[src/rtl/flash_guard_pkg.sv]
package flash_guard_pkg;

  typedef enum logic [1:0] {
    REQ_CODE_RD = 2'd0,
    REQ_DATA_WR = 2'd1,
    REQ_PAGE_ER = 2'd2,
    REQ_DATA_RD = 2'd3
  } reqKind_e;

  // Strobes the control logic hands to the datapath registers
  typedef struct packed {
    logic grant;
    logic deny;
    logic wrCmd;
    logic erCmd;
  } ctlStrobe_t;

endpackage

[src/rtl/flash_guard_dp.sv]
module flash_guard_dp
  import flash_guard_pkg::*;
#(
  parameter int FLASH_BYTES = 2048,
  parameter int PAGE_BYTES  = 512,
  localparam int ADDR_W     = $clog2(FLASH_BYTES)
) (
  input  logic              clk,
  input  logic              rstN,
  input  logic [ADDR_W-1:0] reqAddr,
  input  logic [ADDR_W-1:0] pcAddr,
  input  logic [7:0]        lockByte,
  input  logic              violClr,
  input  ctlStrobe_t        strobe,
  output logic              targetLocked,
  output logic              pcProtected,
  output logic              grantOut,
  output logic              denyOut,
  output logic              wrStrobe,
  output logic              erStrobe,
  output logic              violFlag
);

  localparam int OFS_W     = $clog2(PAGE_BYTES);
  localparam int PAGE_W    = ADDR_W - OFS_W;
  localparam int NUM_PAGES = FLASH_BYTES / PAGE_BYTES;
  localparam int LOCK_PAGE = NUM_PAGES - 1;

  logic [31:0]          rawCount;
  logic [31:0]          lockCount;
  logic                 anyLocked;
  logic [NUM_PAGES-1:0] pageLockVec;
  logic [PAGE_W-1:0]    reqPage;
  logic [PAGE_W-1:0]    pcPage;

  // Locked page count: complement of the lock byte, clamped to flash size
  assign rawCount  = 32'({1'b0, ~lockByte});
  assign lockCount = (rawCount > 32'(NUM_PAGES)) ? 32'(NUM_PAGES) : rawCount;
  assign anyLocked = (lockByte != 8'hFF);

  for (genvar pg = 0; pg < NUM_PAGES; pg++) begin : g_page
    if (pg == LOCK_PAGE) begin : g_lockPage
      assign pageLockVec[pg] = anyLocked || (32'(pg) < lockCount);
    end else begin : g_userPage
      assign pageLockVec[pg] = (32'(pg) < lockCount);
    end
  end

  assign reqPage      = reqAddr[ADDR_W-1:OFS_W];
  assign pcPage       = pcAddr[ADDR_W-1:OFS_W];
  assign targetLocked = pageLockVec[reqPage];
  assign pcProtected  = pageLockVec[pcPage];

  always_ff @(posedge clk) begin
    if (!rstN) begin
      grantOut <= 1'b0;
      denyOut  <= 1'b0;
      wrStrobe <= 1'b0;
      erStrobe <= 1'b0;
      violFlag <= 1'b0;
    end else begin
      grantOut <= strobe.grant;
      denyOut  <= strobe.deny;
      wrStrobe <= strobe.wrCmd;
      erStrobe <= strobe.erCmd;
      violFlag <= strobe.deny | (violFlag & ~violClr);
    end
  end

  AST_DENY_STICKY: assert property (@(posedge clk) disable iff (!rstN)
    denyOut |-> violFlag);

  AST_CLEAR_WORKS: assert property (@(posedge clk) disable iff (!rstN)
    ($past(violClr) && !denyOut) |-> !violFlag);

endmodule

[src/rtl/flash_guard_ctl.sv]
module flash_guard_ctl
  import flash_guard_pkg::*;
(
  input  logic       reqValid,
  input  reqKind_e   reqKind,
  input  logic       fromDebug,
  input  logic       wrEn,
  input  logic       erEn,
  input  logic       targetLocked,
  input  logic       pcProtected,
  output ctlStrobe_t strobe
);

  logic pageAccess;
  logic enablesOk;
  logic isFlash;
  logic allow;

  assign pageAccess = !targetLocked || (pcProtected && !fromDebug);

  always_comb begin
    enablesOk = 1'b0;
    isFlash   = 1'b1;
    unique case (reqKind)
      REQ_CODE_RD: enablesOk = 1'b1;
      REQ_DATA_WR: enablesOk = wrEn;
      REQ_PAGE_ER: enablesOk = wrEn && erEn;
      REQ_DATA_RD: isFlash   = 1'b0;
      default:     isFlash   = 1'b0;
    endcase
  end

  assign allow = pageAccess && enablesOk;

  always_comb begin
    strobe.grant = reqValid && isFlash && allow;
    strobe.deny  = reqValid && isFlash && !allow;
    strobe.wrCmd = strobe.grant && (reqKind == REQ_DATA_WR);
    strobe.erCmd = strobe.grant && (reqKind == REQ_PAGE_ER);
  end

endmodule

[src/rtl/flash_guard.sv]
module flash_guard
  import flash_guard_pkg::*;
#(
  parameter int FLASH_BYTES = 2048,
  parameter int PAGE_BYTES  = 512,
  localparam int ADDR_W     = $clog2(FLASH_BYTES)
) (
  input  logic              clk,
  input  logic              rstN,
  input  logic              reqValid,
  input  logic [1:0]        reqType,
  input  logic [ADDR_W-1:0] reqAddr,
  input  logic [ADDR_W-1:0] pcAddr,
  input  logic              fromDebug,
  input  logic              wrEn,
  input  logic              erEn,
  input  logic [7:0]        lockByte,
  input  logic              violClr,
  output logic              grantOut,
  output logic              denyOut,
  output logic              wrStrobe,
  output logic              erStrobe,
  output logic              violFlag
);

  ctlStrobe_t strobe;
  logic       targetLocked;
  logic       pcProtected;

  flash_guard_ctl i_ctl (
    .reqValid     (reqValid),
    .reqKind      (reqKind_e'(reqType)),
    .fromDebug    (fromDebug),
    .wrEn         (wrEn),
    .erEn         (erEn),
    .targetLocked (targetLocked),
    .pcProtected  (pcProtected),
    .strobe       (strobe)
  );

  flash_guard_dp #(
    .FLASH_BYTES (FLASH_BYTES),
    .PAGE_BYTES  (PAGE_BYTES)
  ) i_dp (
    .clk          (clk),
    .rstN         (rstN),
    .reqAddr      (reqAddr),
    .pcAddr       (pcAddr),
    .lockByte     (lockByte),
    .violClr      (violClr),
    .strobe       (strobe),
    .targetLocked (targetLocked),
    .pcProtected  (pcProtected),
    .grantOut     (grantOut),
    .denyOut      (denyOut),
    .wrStrobe     (wrStrobe),
    .erStrobe     (erStrobe),
    .violFlag     (violFlag)
  );

  AST_ONE_VERDICT: assert property (@(posedge clk) disable iff (!rstN)
    !(grantOut && denyOut));

  AST_VERDICT_NEEDS_REQ: assert property (@(posedge clk) disable iff (!rstN)
    (grantOut || denyOut) |-> $past(reqValid));

  AST_WR_NEEDS_ENABLE: assert property (@(posedge clk) disable iff (!rstN)
    wrStrobe |-> ($past(wrEn) && $past(reqType) == 2'd1));

  AST_ER_NEEDS_BOTH: assert property (@(posedge clk) disable iff (!rstN)
    erStrobe |-> ($past(wrEn) && $past(erEn)));

  AST_DENY_NO_CMD: assert property (@(posedge clk) disable iff (!rstN)
    denyOut |-> !(wrStrobe || erStrobe));

  AST_DATA_RD_SILENT: assert property (@(posedge clk) disable iff (!rstN)
    ($past(reqValid) && $past(reqType) == 2'd3) |-> !(grantOut || denyOut));

  AST_DEBUG_LOCKED_DENY: assert property (@(posedge clk) disable iff (!rstN)
    (reqValid && fromDebug && reqType != 2'd3 && lockByte == 8'h00) |=> denyOut);

endmodule

[config.mk]
export PLATFORM = sky130hd
export DESIGN_NAME = flash_guard
export DESIGN_NICKNAME = d
export VERILOG_FILES = /design/src/rtl/flash_guard_pkg.sv /design/src/rtl/flash_guard_dp.sv /design/src/rtl/flash_guard_ctl.sv /design/src/rtl/flash_guard.sv
export SDC_FILE = /design/constraint.sdc
export NUM_CORES = 1
export LEC_CHECK = 0
export ABC_CLOCK_PERIOD_IN_PS = 1500
export BUFFER_PORTS_ARGS = -buffer_cell sky130_fd_sc_hd__buf_2
export CORE_AREA = 2 2 39 41
export DETAILED_ROUTE_END_ITERATION = 7
export DIE_AREA = 0 0 41 43
export GPL_TIMING_DRIVEN = 0
export HOLD_SLACK_MARGIN = 0.08
export SYNTH_ARGS = -nofsm -noshare
export SYNTH_HDL_FRONTEND = slang
export SYNTH_HIERARCHICAL = 1
export SYNTH_SLANG_ARGS = --single-unit
[constraint.sdc]
create_clock -name clk -period 1.5 [get_ports clk]
set_input_delay 0.075 -clock clk [delete_from_list [all_inputs] [get_ports clk]]
set_output_delay 0.075 -clock clk [all_outputs]
set_load 0.01 [all_outputs]
======== After elaboration in Yosys (flattened, before gate mapping) ========
Index checks and enable logic that the tools add are counted.
storage, ports and cells
  flip-flop bits (word level) ............. 5
  ROM bits ................................ 0
  bits in latches ......................... 0
  bits of input ports ..................... 39
  memories kept ........................... 0
  RAM bits ................................ 0
operators by class
  bitwise gates (word level) .............. 4
  muxes and demuxes ....................... 7
  div/mod/pow operators ................... 0
  reduce and logical (&&, ||, !) cells .... 14
  $add $sub $neg .......................... 0
  equal/unequal tests ..................... 4
  multiply operators ...................... 0
  shift operators ......................... 0
  order comparisons ....................... 7
operators with widths
  operator               number
  $lt A1 B32 Y1 const A  2
  $lt A2 B32 Y1 const A  2
  $gt A8 B3 Y1 const B   1
  $logic_and A1 B1 Y1    8
  $mux W8                1
  $ne A8 B8 Y1 const B   1
  $not A8 Y8             1
  $lt A2 B3 Y1 const B   2
  $bmux W1 S2            2
  $eq A2 B2 Y1 const B   2
  $logic_not A1 Y1       3
  $mux W1                3
  $pmux W1 S3            1
  $eq A2 B1 Y1 const B   1
  $logic_not A2 Y1       1
  $logic_or A1 B1 Y1     2
  $and A1 B1 Y1          1
  $not A1 Y1             1
  $or A1 B1 Y1           1

======== Logic depth before layout (Yosys ltp) ========
  depth after elaboration ................. 13
  mapped depth ............................ 7

======== Hierarchy ========
The synthesis kept the hierarchy.
modules (own cells, without submodules)
  module           seq. area each (um^2)  cells each  instances  area each (um^2)
  flash_guard_dp   100.1                  23          1          219.0
  flash_guard_ctl  0.0                    15          1          88.8

======== Least setup slack after synthesis ========
OpenSTA, ideal clock, no wires.
  kind .................................... input-to-reg
  from .................................... in pcAddr[10]
  to ...................................... reg i_dp.wrStrobe
  stages on the path ...................... 7
  required time ........................... 1.385 ns
  arrival time ............................ 1.013 ns
  slack ................................... 0.372 ns
  path through ............................ and2b_1 > o21ai_1 > a211o_1 > inv_1 > o21ai_1 > and4_1 > and2_1
RTL lines
  what                  RTL line              source
  start, declared       flash_guard.sv:13     input logic [ADDR_W-1:0] pcAddr,
  end signal, assigned  flash_guard_dp.sv:64  wrStrobe <= strobe.wrCmd;
  end, declared         flash_guard_dp.sv:19  output logic wrStrobe,

==> run summary <==
The cell repeated most along the worst path is sky130_fd_sc_hd__o21ai_1. At the later pin of the worst-skew pair, clock insertion delay measures 0.23 ns. The post-CTS clock slew at the launch and capture registers of the worst setup and hold paths was 0.04 ns. Counting every instance in the synthesized netlist gives 38.

The detailed-route wire length is 630 um. The number of slew-limit violations in the final report was 0; the number of global-route vias before repair was 296. Height of the chip: 43 um. The startpoint kind of the worst setup timing path is an input pin. The run gives 107 as the net count reported at finish. In this run the biggest area consumer among cell types represents 32.5% of the synthesized area. For this run, the total global-route usage over all layers was measured as 8.50%.

The ratio of total power to cell area is 746 nW/um2, and the number of iterations in the first detailed-routing pass is 4. The pin count of the biggest net entering global routing came out at 8. The tools report the netlist area before placement as 308 um2. Measured on the finished design, the core utilization comes to 34.6%. Cell class contributing the biggest share of worst-path delay: simple AND/OR/NAND/NOR gates.

After synthesis the netlist holds a flip-flop and latch count of 5. The run gives 0.953 GHz as the achievable frequency. The total leakage power came out at 0.251 nW. The logs give 3 for the number of clock buffers inserted by TritonCTS and 77 for the net count after synthesis.

The run finished with clean final reports. For the post-synthesis cell type count, the log shows 17. Walking the worst path, the cells encountered are buf_2, and2b_1, o21ai_1, a211o_1, inv_1, o21ai_1, and4_1, and2_1. In the layout the commonest cells are sky130_fd_sc_hd__buf_2 (25), sky130_fd_sc_hd__dfxtp_1 (5), sky130_fd_sc_hd__o21ai_1 (4), sky130_fd_sc_hd__o21ai_0 (4), sky130_fd_sc_hd__and2_1 (4).

The number of nets with antenna violations after detailed routing is 0, and the synthesized area divided by synthesized cell count is 8.10 um2. For this design the top-level I/O count stands at 44. At the pin with the least slew margin, the transition time is 0.230 ns. Setup violations remaining at the end of the flow were counted as 0. The run gives 0 as the number of antenna violations at the first check in global routing. Hold timing on the final database bottoms out at a slack of 0.0885 ns.

The logs give 1.18 ns for the arrival time at the worst endpoint and 14 for the row count. During placement, the flow inserted port buffers numbering 25. Summing all flip-flop and latch instances after layout gives 100 um2. The post-CTS setup buffer count is 0, and the number of fill cells is 141.

The number of hold buffers added after CTS was 0. Setup repair after global routing left no endpoint under its margin. The wire length of the first global-routing pass is 1.01 mm, and the core region area is 1380 um2. The wire length per cell is 7.59 um. CTS placed an instance of sky130_fd_sc_hd__clkbuf_4 at the clock tree root.

The detailed router placed 364 vias in this run. For this run, the number of Yosys warnings is 6. The multi-input combinational cells in the finished layout cover a total of 204 um2. The first routing iteration left 2 violations.

The synthesis-to-finish area growth is 55.7%. STA classifies the critical path endpoint as a flip-flop. The count of buffering cells on the critical path with inverters included is 2. The run gives 0 as the number of failing hold endpoints at the final stage.

The number of antenna diodes in the final layout is 0. The slowest stage of the critical path is the sky130_fd_sc_hd__a211o_1 cell. The cell type with the highest aggregate area in the netlist is sky130_fd_sc_hd__dfxtp_1. For the worst IR drop on VDD, the log shows 0.000165 V. The total overflow left after global routing is 0.

For the max-slew headroom at the worst pin, the log shows 84.6%. The final critical-path share of the clock period is 70.0%. After detailed routing, the number of remaining DRC violations is 0. Subtracting the final worst setup slack from the clock period gives 1.05 ns. Setup total negative slack on the finished layout was measured at 0 ns.

The tightest min-delay check is of the in2reg type. The clock arrives with 0 ns of skew. For the total number of H-tree levels, the log shows 1.

The tool flagged a number of max-cap violations equal to 0. Cells with a size suffix above 1 make up 44.8% of the layout. The via density per instance was 4.39. The class of the most critical setup path was in2reg. STA puts the critical path data required time at 1.63 ns.

For the post-cts gate resize count, the log shows 0. The worst-path maximum fanout is 4, and the peak per-stage delay on the critical path is 0.28 ns. The die covers 1760 um2. TritonCTS built the clock tree. By area the synthesized netlist is led by sky130_fd_sc_hd__dfxtp_1 (33%), sky130_fd_sc_hd__and2_1 (8.1%), sky130_fd_sc_hd__o21ai_0 (6.5%).

For this design, the sink count on the clock tree is 5. The global placer's final weighted congestion was 0.597. For the register area share after synthesis, the log shows 32.5%. Most frequent standard cell in the layout excluding fill and tap cells: sky130_fd_sc_hd__buf_2.

The clock passes through at most 2 buffers. The initial core utilization is 22.2%, and the width of the chip is 41 um.
## where the power goes
part | internal (mW) | total [mW] | switching, mW | leakage [nW]
logic | 0.0377 | 0.0670 | 0.0293 | 0.195
registers | 0.138 | 0.139 | 0.000959 | 0.0408
clock network | 0.100 | 0.151 | 0.0512 | 0.0150
total | 0.276 | 0.357 | 0.0814 | 0.251
## cells in the mapped netlist (all sizes together)
cell / number
o21ai: 8
dfxtp: 5
nor2b: 5
and2: 4
nand2: 3
a211o: 2
and2b: 2
and4: 2
a21oi: 1
and3: 1
and3b: 1
inv: 1
nand3b: 1
nand4: 1
o21a: 1
## registers in the layout, summed over array words and instances (netlist names)
register       flops
i_dp/violFlag      1
i_dp/erStrobe      1
i_dp/grantOut      1
i_dp/wrStrobe      1
i_dp/denyOut       1
## worst reg2reg max path: cells and delay by family (launching register included)
kind	cells	cell delay, ns
AOI/OAI and AO/OA	1	0.15
and+or+nand+nor	1	0.12
DFF	1	0.29
## layer usage
metal,track usage (%),vias to the layer above,share of wire [%]
li1,-,196,-
met1,9.84,146,43
met2,11.9,22,44
met3,3.66,0,13
met4,6.00,0,0
met5,0,-,0
## metrics by stage
step / power, mW / worst slack, ns / std cells / cell area (um2)
after CTS: 0.366 / 0.455 / 83 / 479
after floorplan: 0.169 / 0.372 / 38 / 308
after detailed placement: 0.209 / 0.194 / 79 / 453
after global routing: 0.379 / 0.387 / 83 / 479
final: 0.357 / 0.450 / 83 / 479
after global placement: 0.208 / 0.203 / 79 / 453
## final cells by class
cell class / count / area share, %
clock buffers: 4 / 5.48
inverters: 1 / 0.783
multi-input cells: 32 / 42.6
flip-flops and latches: 5 / 20.9
well taps: 16 / 4.18
repair buffers: 25 / 26.1
## cell families after synthesis
group,after synthesis,synth area share (%)
AND/OR/NAND/NOR,20,43.5
buffers and inverters,1,1.22
flip-flops,5,32.5
AO/OA/AOI/OAI,12,22.8
## final timing paths
path | end | startpoint | cells after the start | slack (ns)
setup / recovery | i_dp/wrStrobe$_SDFF_PN0_ | pcAddr[10] | 8 | 0.45
hold / removal | i_dp/violFlag$_SDFF_PN0_ | rstN | 2 | 0.09
setup reg to reg | i_dp/violFlag$_SDFF_PN0_ | i_dp/violFlag$_SDFF_PN0_ | 2 | 0.83
hold reg to reg | i_dp/violFlag$_SDFF_PN0_ | i_dp/violFlag$_SDFF_PN0_ | 2 | 0.58
Note: power is estimated with default switching activity, not from simulation.
